[src/rtl/scan_agen_pkg.sv]
package scan_agen_pkg;

    localparam int SCAN_DIM_W  = 5;
    localparam int SCAN_ADDR_W = 2 * SCAN_DIM_W;

    typedef enum logic {
        ORDER_ROWS = 1'b0,
        ORDER_COLS = 1'b1
    } scan_order_e;

    typedef struct packed {
        scan_order_e           order;
        logic [SCAN_DIM_W-1:0] w;
        logic [SCAN_DIM_W-1:0] h;
    } scan_cfg_t;

    function automatic logic cfg_nonempty(input logic [SCAN_DIM_W-1:0] w,
                                          input logic [SCAN_DIM_W-1:0] h);
        return (w != '0) && (h != '0);
    endfunction

    // Count of pixels walked before the slow counter moves.
    function automatic logic [SCAN_DIM_W-1:0] inner_span(input scan_cfg_t c);
        return (c.order == ORDER_COLS) ? c.h : c.w;
    endfunction

    function automatic logic [SCAN_DIM_W-1:0] outer_span(input scan_cfg_t c);
        return (c.order == ORDER_COLS) ? c.w : c.h;
    endfunction

endpackage

[src/rtl/scan_cfg_reg.sv]
module scan_cfg_reg
    import scan_agen_pkg::*;
(
    input  logic      clk,
    input  logic      rst,
    input  logic      load,
    input  scan_cfg_t cfg_in,
    output scan_cfg_t cfg_q
);
    always_ff @(posedge clk) begin
        if (rst) begin
            cfg_q <= '0;
        end else if (load) begin
            cfg_q <= cfg_in;
        end
    end
endmodule

[src/rtl/scan_wrap_counter.sv]
module scan_wrap_counter #(
    parameter int CNT_W = 5
) (
    input  logic             clk,
    input  logic             rst,
    input  logic             clear,
    input  logic             advance,
    input  logic [CNT_W-1:0] span,
    output logic [CNT_W-1:0] count,
    output logic             at_end
);
    localparam logic [CNT_W-1:0] ONE = CNT_W'(1);

    assign at_end = (count == span - ONE);

    always_ff @(posedge clk) begin
        if (rst || clear) begin
            count <= '0;
        end else if (advance) begin
            count <= at_end ? '0 : count + ONE;
        end
    end
endmodule

[src/rtl/scan_addr_step.sv]
module scan_addr_step
    import scan_agen_pkg::*;
(
    input  logic                   clk,
    input  logic                   rst,
    input  logic                   start,
    input  logic                   advance,
    input  logic                   inner_wrap,
    input  scan_cfg_t              cfg,
    input  logic [SCAN_DIM_W-1:0]  outer_idx,
    output logic [SCAN_ADDR_W-1:0] addr
);
    localparam logic [SCAN_ADDR_W-1:0] UNIT = SCAN_ADDR_W'(1);

    logic [SCAN_ADDR_W-1:0] addr_next;

    always_comb begin
        addr_next = addr;
        if (cfg.order == ORDER_ROWS) begin
            addr_next = addr + UNIT;
        end else if (inner_wrap) begin
            addr_next = SCAN_ADDR_W'(outer_idx) + UNIT;
        end else begin
            addr_next = addr + SCAN_ADDR_W'(cfg.w);
        end
    end

    always_ff @(posedge clk) begin
        if (rst || start) begin
            addr <= '0;
        end else if (advance) begin
            addr <= addr_next;
        end
    end
endmodule

[src/rtl/transpose_scan_agen.sv]
module transpose_scan_agen
    import scan_agen_pkg::*;
#(
    parameter int DIM_W  = SCAN_DIM_W,
    parameter int ADDR_W = SCAN_ADDR_W
) (
    input  logic              clk,
    input  logic              rst,
    input  logic              frame_start,
    input  logic              scan_cols,
    input  logic [DIM_W-1:0]  width,
    input  logic [DIM_W-1:0]  height,
    output logic [ADDR_W-1:0] rd_addr,
    output logic              rd_valid
);
    scan_cfg_t cfg_in, cfg_q;
    logic [SCAN_DIM_W-1:0] in_cnt, out_cnt;
    logic in_end, out_end, active_q, last_pix;
    logic [SCAN_ADDR_W-1:0] addr_q;

    assign cfg_in.order = scan_cols ? ORDER_COLS : ORDER_ROWS;
    assign cfg_in.w     = SCAN_DIM_W'(width);
    assign cfg_in.h     = SCAN_DIM_W'(height);

    scan_cfg_reg u_cfg (
        .clk    (clk),
        .rst    (rst),
        .load   (frame_start),
        .cfg_in (cfg_in),
        .cfg_q  (cfg_q)
    );

    scan_wrap_counter #(.CNT_W(SCAN_DIM_W)) u_inner (
        .clk     (clk),
        .rst     (rst),
        .clear   (frame_start),
        .advance (active_q),
        .span    (inner_span(cfg_q)),
        .count   (in_cnt),
        .at_end  (in_end)
    );

    scan_wrap_counter #(.CNT_W(SCAN_DIM_W)) u_outer (
        .clk     (clk),
        .rst     (rst),
        .clear   (frame_start),
        .advance (active_q && in_end),
        .span    (outer_span(cfg_q)),
        .count   (out_cnt),
        .at_end  (out_end)
    );

    assign last_pix = active_q && in_end && out_end;

    scan_addr_step u_addr (
        .clk        (clk),
        .rst        (rst),
        .start      (frame_start),
        .advance    (active_q && !last_pix),
        .inner_wrap (in_end),
        .cfg        (cfg_q),
        .outer_idx  (out_cnt),
        .addr       (addr_q)
    );

    always_ff @(posedge clk) begin
        if (rst) begin
            active_q <= 1'b0;
        end else if (frame_start) begin
            active_q <= cfg_nonempty(cfg_in.w, cfg_in.h);
        end else if (last_pix) begin
            active_q <= 1'b0;
        end
    end

    assign rd_addr  = ADDR_W'(addr_q);
    assign rd_valid = active_q;

    logic unused_ok;
    assign unused_ok = ^in_cnt;
endmodule

[config.mk]
export PLATFORM = sky130hd
export DESIGN_NAME = transpose_scan_agen
export DESIGN_NICKNAME = d
export VERILOG_FILES = /design/src/rtl/scan_agen_pkg.sv /design/src/rtl/scan_cfg_reg.sv /design/src/rtl/scan_wrap_counter.sv /design/src/rtl/scan_addr_step.sv /design/src/rtl/transpose_scan_agen.sv
export SDC_FILE = /design/constraint.sdc
export NUM_CORES = 1
export LEC_CHECK = 0
export ABC_CLOCK_PERIOD_IN_PS = 3900
export CAP_MARGIN = 20
export CELL_PAD_IN_SITES_DETAIL_PLACEMENT = 1
export CELL_PAD_IN_SITES_GLOBAL_PLACEMENT = 2
export CORE_MARGIN = 3
export CORE_UTILIZATION = 35
export DETAILED_ROUTE_END_ITERATION = 10
export PLACE_DENSITY = 0.86
export SLEW_MARGIN = 0
export SYNTH_ARGS = -nofsm -noshare
export SYNTH_HDL_FRONTEND = slang
export SYNTH_HIERARCHICAL = 1
export SYNTH_SLANG_ARGS = --single-unit
[constraint.sdc]
create_clock -name clk -period 3.9 [get_ports clk]
set_clock_uncertainty 0.1 [all_clocks]
set_input_delay 0.585 -clock clk [delete_from_list [all_inputs] [get_ports clk]]
set_output_delay 0.585 -clock clk [all_outputs]
set_load 0.005 [all_outputs]
==> results of run 1 <==
## layer usage
| metal | GRT usage, % | vias up | wire length (µm) |
|---|---|---|---|
| li1 | - | 1043 | - |
| met1 | 23.2 | 1005 | 3040 |
| met2 | 28.6 | 27 | 2940 |
| met3 | 3.10 | 9 | 136 |
| met4 | 6.18 | 0 | 96 |
| met5 | 0 | - | 0 |
## state kept, by name (all words and copies together), names as in the netlist
signal / cells
u_cfg/cfg_q: 11
u_addr/addr: 10
u_inner/count: 5
u_outer/count: 5
rd_valid: 1
## layout make-up
type	instances	area, µm²
repair buffers	29	278
multi-input cells	217	1640
well taps	77	96.3
fillers	760	3700
clock inverters	2	12.5
inverters	8	30.0
clock buffers	5	68.8
flip-flops and latches	32	641
## cells in the final DEF (no fill, tap or decap), drive strengths merged, types with 2 or more instances in the layout
master	n
nor2	20
nand3	11
or2	3
xnor2	12
clkdlybuf4s50	24
o21ai	9
a211oi	7
or4	4
a21o	5
nand2b	6
dfxtp	32
nand4	4
nand2	10
inv	8
buf	5
mux2i	12
and3	2
o311ai	4
nor3	10
o221ai	2
nor3b	6
a21oi	26
ha	11
xnor3	2
and2	3
or2b	4
mux2	10
a31oi	4
nor4	3
nor2b	3
o32ai	4
clkbuf	5
xor2	11
## synth_stat cells (all sizes together)
cell	n	area (µm²)
a211oi	7	62.6
a21boi	1	7.51
a21o	5	37.5
a21oi	26	130
a311oi	1	8.76
a31oi	4	25.0
a32oi	1	8.76
a41oi	1	8.76
and2	3	21.3
and3	2	12.5
and4	1	8.76
buf	6	38.8
clkbuf	5	18.8
dfxtp	32	641
fa	1	20.0
ha	11	138
inv	8	30.0
mux2	10	113
mux2i	12	120
nand2	10	42.5
nand2b	6	37.5
nand3	11	77.6
nand4	4	25.0
nor2	20	75.1
nor2b	3	18.8
nor3	10	65.1
nor3b	6	60.1
nor4	3	25.0
o21ai	9	48.8
o21bai	1	7.51
o221a	1	11.3
o221ai	2	17.5
o311ai	4	35.0
o32ai	4	35.0
or2	3	18.8
or2b	4	30.0
or3	1	6.26
or4	4	30.0
xnor2	12	105
xnor3	2	45.0
xor2	11	96.3
## worst max-delay path, cell delays in order (launching register included)
cell and delay, ns:
dfxtp_1 0.75, mux2_2 0.44, inv_1 0.07, ha_1 0.17
nor3b_2 0.21, xnor2_1 0.26, nor3_2 0.11, a21boi_0 0.24
buf_4 0.24, a21oi_1 0.09, or4_1 0.51, a31oi_1 0.14
## cell families (layout without fill, tap and decap cells)
logic type,Yosys count,count (layout),synth area share (%)
buffers and inverters,19,44,3.71
muxes,22,22,9.85
xor gates and xnor gates,25,25,10.4
DFF,32,32,27.1
AOI/OAI and AO/OA,67,67,18.8
and+or+nand+nor,91,91,23.5
adders and majority gates,12,12,6.67
## path summary, 6_finish.rpt
check                   start                to  slack (ns)
min reg2reg  u_inner/count[1]  u_inner/count[1]        0.43
min          u_inner/count[1]  u_inner/count[1]        0.43
max reg2reg   u_cfg/cfg_q[10]    u_addr/addr[5]        0.49
max           u_cfg/cfg_q[10]    u_addr/addr[5]        0.49
## metrics by stage
step                cells  cell area [µm²]  power (µW)
global route          370             2760         785
floorplan             268             2360         453
detailed placement    363             2680         500
global placement      363             2680         495
CTS                   370             2760         756
finish                370             2760         744
## power groups by stage
stage               combinational, µW  clock [µW]  sequential (µW)
finish                            141         252              352
global route                      157         274              354
CTS                               141         262              352
detailed placement                141           0              359
global placement                  136           0              359
floorplan                         103           0              350
==> impl_metrics.ini, run 1 <==
[pwr]
ir_drop_v = 0.000108
intPower_uw = 523
switchingPower_uw = 221
seqPwrFrac_pct = 47.3
clockPowerShare_pct = 33.8
leakage_uw = 0.00102
switching_share_pct = 29.8
p_per_area_nw_per_um2 = 269
combinationalPowerShare_pct = 18.9

[timing]
finalHoldViolations = 0
slew_headroom_pct = 55.5
whs_ns = 0.430
worstMarginPinSlew_ns = 0.667
rsz0062_at_grt = false
fin_crit_ns = 3.41
tns_ns = 0
slew_violations = 0
final-setup-viol-count = 0
finalCritPeriodShare_pct = 87.5
setup_ws_ns = 0.488
fmax_mhz = 293

[die]
dieArea_um2 = 7770
num_rows = 29
start_util_pct = 36.6
die_x_um = 88.2
ios = 25
core_um2 = 6460
die_h_um = 88.2

[clock_network]
cts_tree = built
cts.sinks = 32
clk_latency_ns = 0.29
cts_root_buffer = clkbuf_8
clock_path_buffers = 2
holdBufCountCts = 0
htree_num_levels = 2
cts_made_buffers = 5
clk_pin_slew_ns = 0.07
cts_setup_buffers = 0
cts.repair.resized = 0

[synth]
netlist_area_um2 = 2360
ys_types = 56
yosys_warnings = 6
syn_inst = 268
syn-num-nets = 294
yosysSeqAreaShare_pct = 27.1
synth_area_per_cell_um2 = 8.82
synth_seq_cells = 32

[worst_hold_path]
hold_class = register to register
min_path_cells = 2

[cells_and_area]
antennaDiodeCount = 0
drive_above_1_share_pct = 14.3
syn2layout_area_growth_pct = 16.8
fin_nets = 319
final_util_pct = 42.8

[grt]
grt_pass1_vias = 2126
grt_pass1_wl_um = 10700
grt_remaining_overflow = 0
grt_max_degree = 19
gr-usage-all-layers_pct = 17.5
antenna_found_initial = 0

[setup_path]
crit_required_ns = 4.02
cp_max_fo = 18
worst-r2r-cell-count = 11
critPathKind = register to register
end_kind = register
start_kind = register
arrival_ns = 3.53

[drt]
drt-vias-per-instance = 5.63
dr.pass1.iters = 4
wl_per_cell_um = 16.8
antenna_left = 0
wl_um = 6220
vias = 2084
drtIter0Drc = 57
route.detailed.drc = 0

[place]
place_congestion = 0.851
dp_slack_ns = 0.512
io_buffers = 24
hpwlAfterDp_um = 4700

[status]
status = completed

[job]
cap_viol_max_count = 0
(Power assumes the default switching activity.)
==> run 2, diff against run 1 <==
--- a/config.mk
+++ b/config.mk
@@ -18,3 +18,4 @@
 export SYNTH_HDL_FRONTEND = slang
 export SYNTH_HIERARCHICAL = 1
 export SYNTH_SLANG_ARGS = --single-unit
+export TNS_END_PERCENT = 1
==> results of run 2 <==
The final DEF is identical to that of run 1; final timing and power are the same.
==> run 3, diff against run 2 <==
--- a/config.mk
+++ b/config.mk
@@ -11,6 +11,7 @@
 export CELL_PAD_IN_SITES_GLOBAL_PLACEMENT = 2
 export CORE_MARGIN = 3
 export CORE_UTILIZATION = 35
+export CTS_CLUSTER_SIZE = 20
 export DETAILED_ROUTE_END_ITERATION = 10
 export PLACE_DENSITY = 0.86
 export SLEW_MARGIN = 0
==> results of run 3 <==
The final DEF is identical to that of run 1; final timing and power are the same.
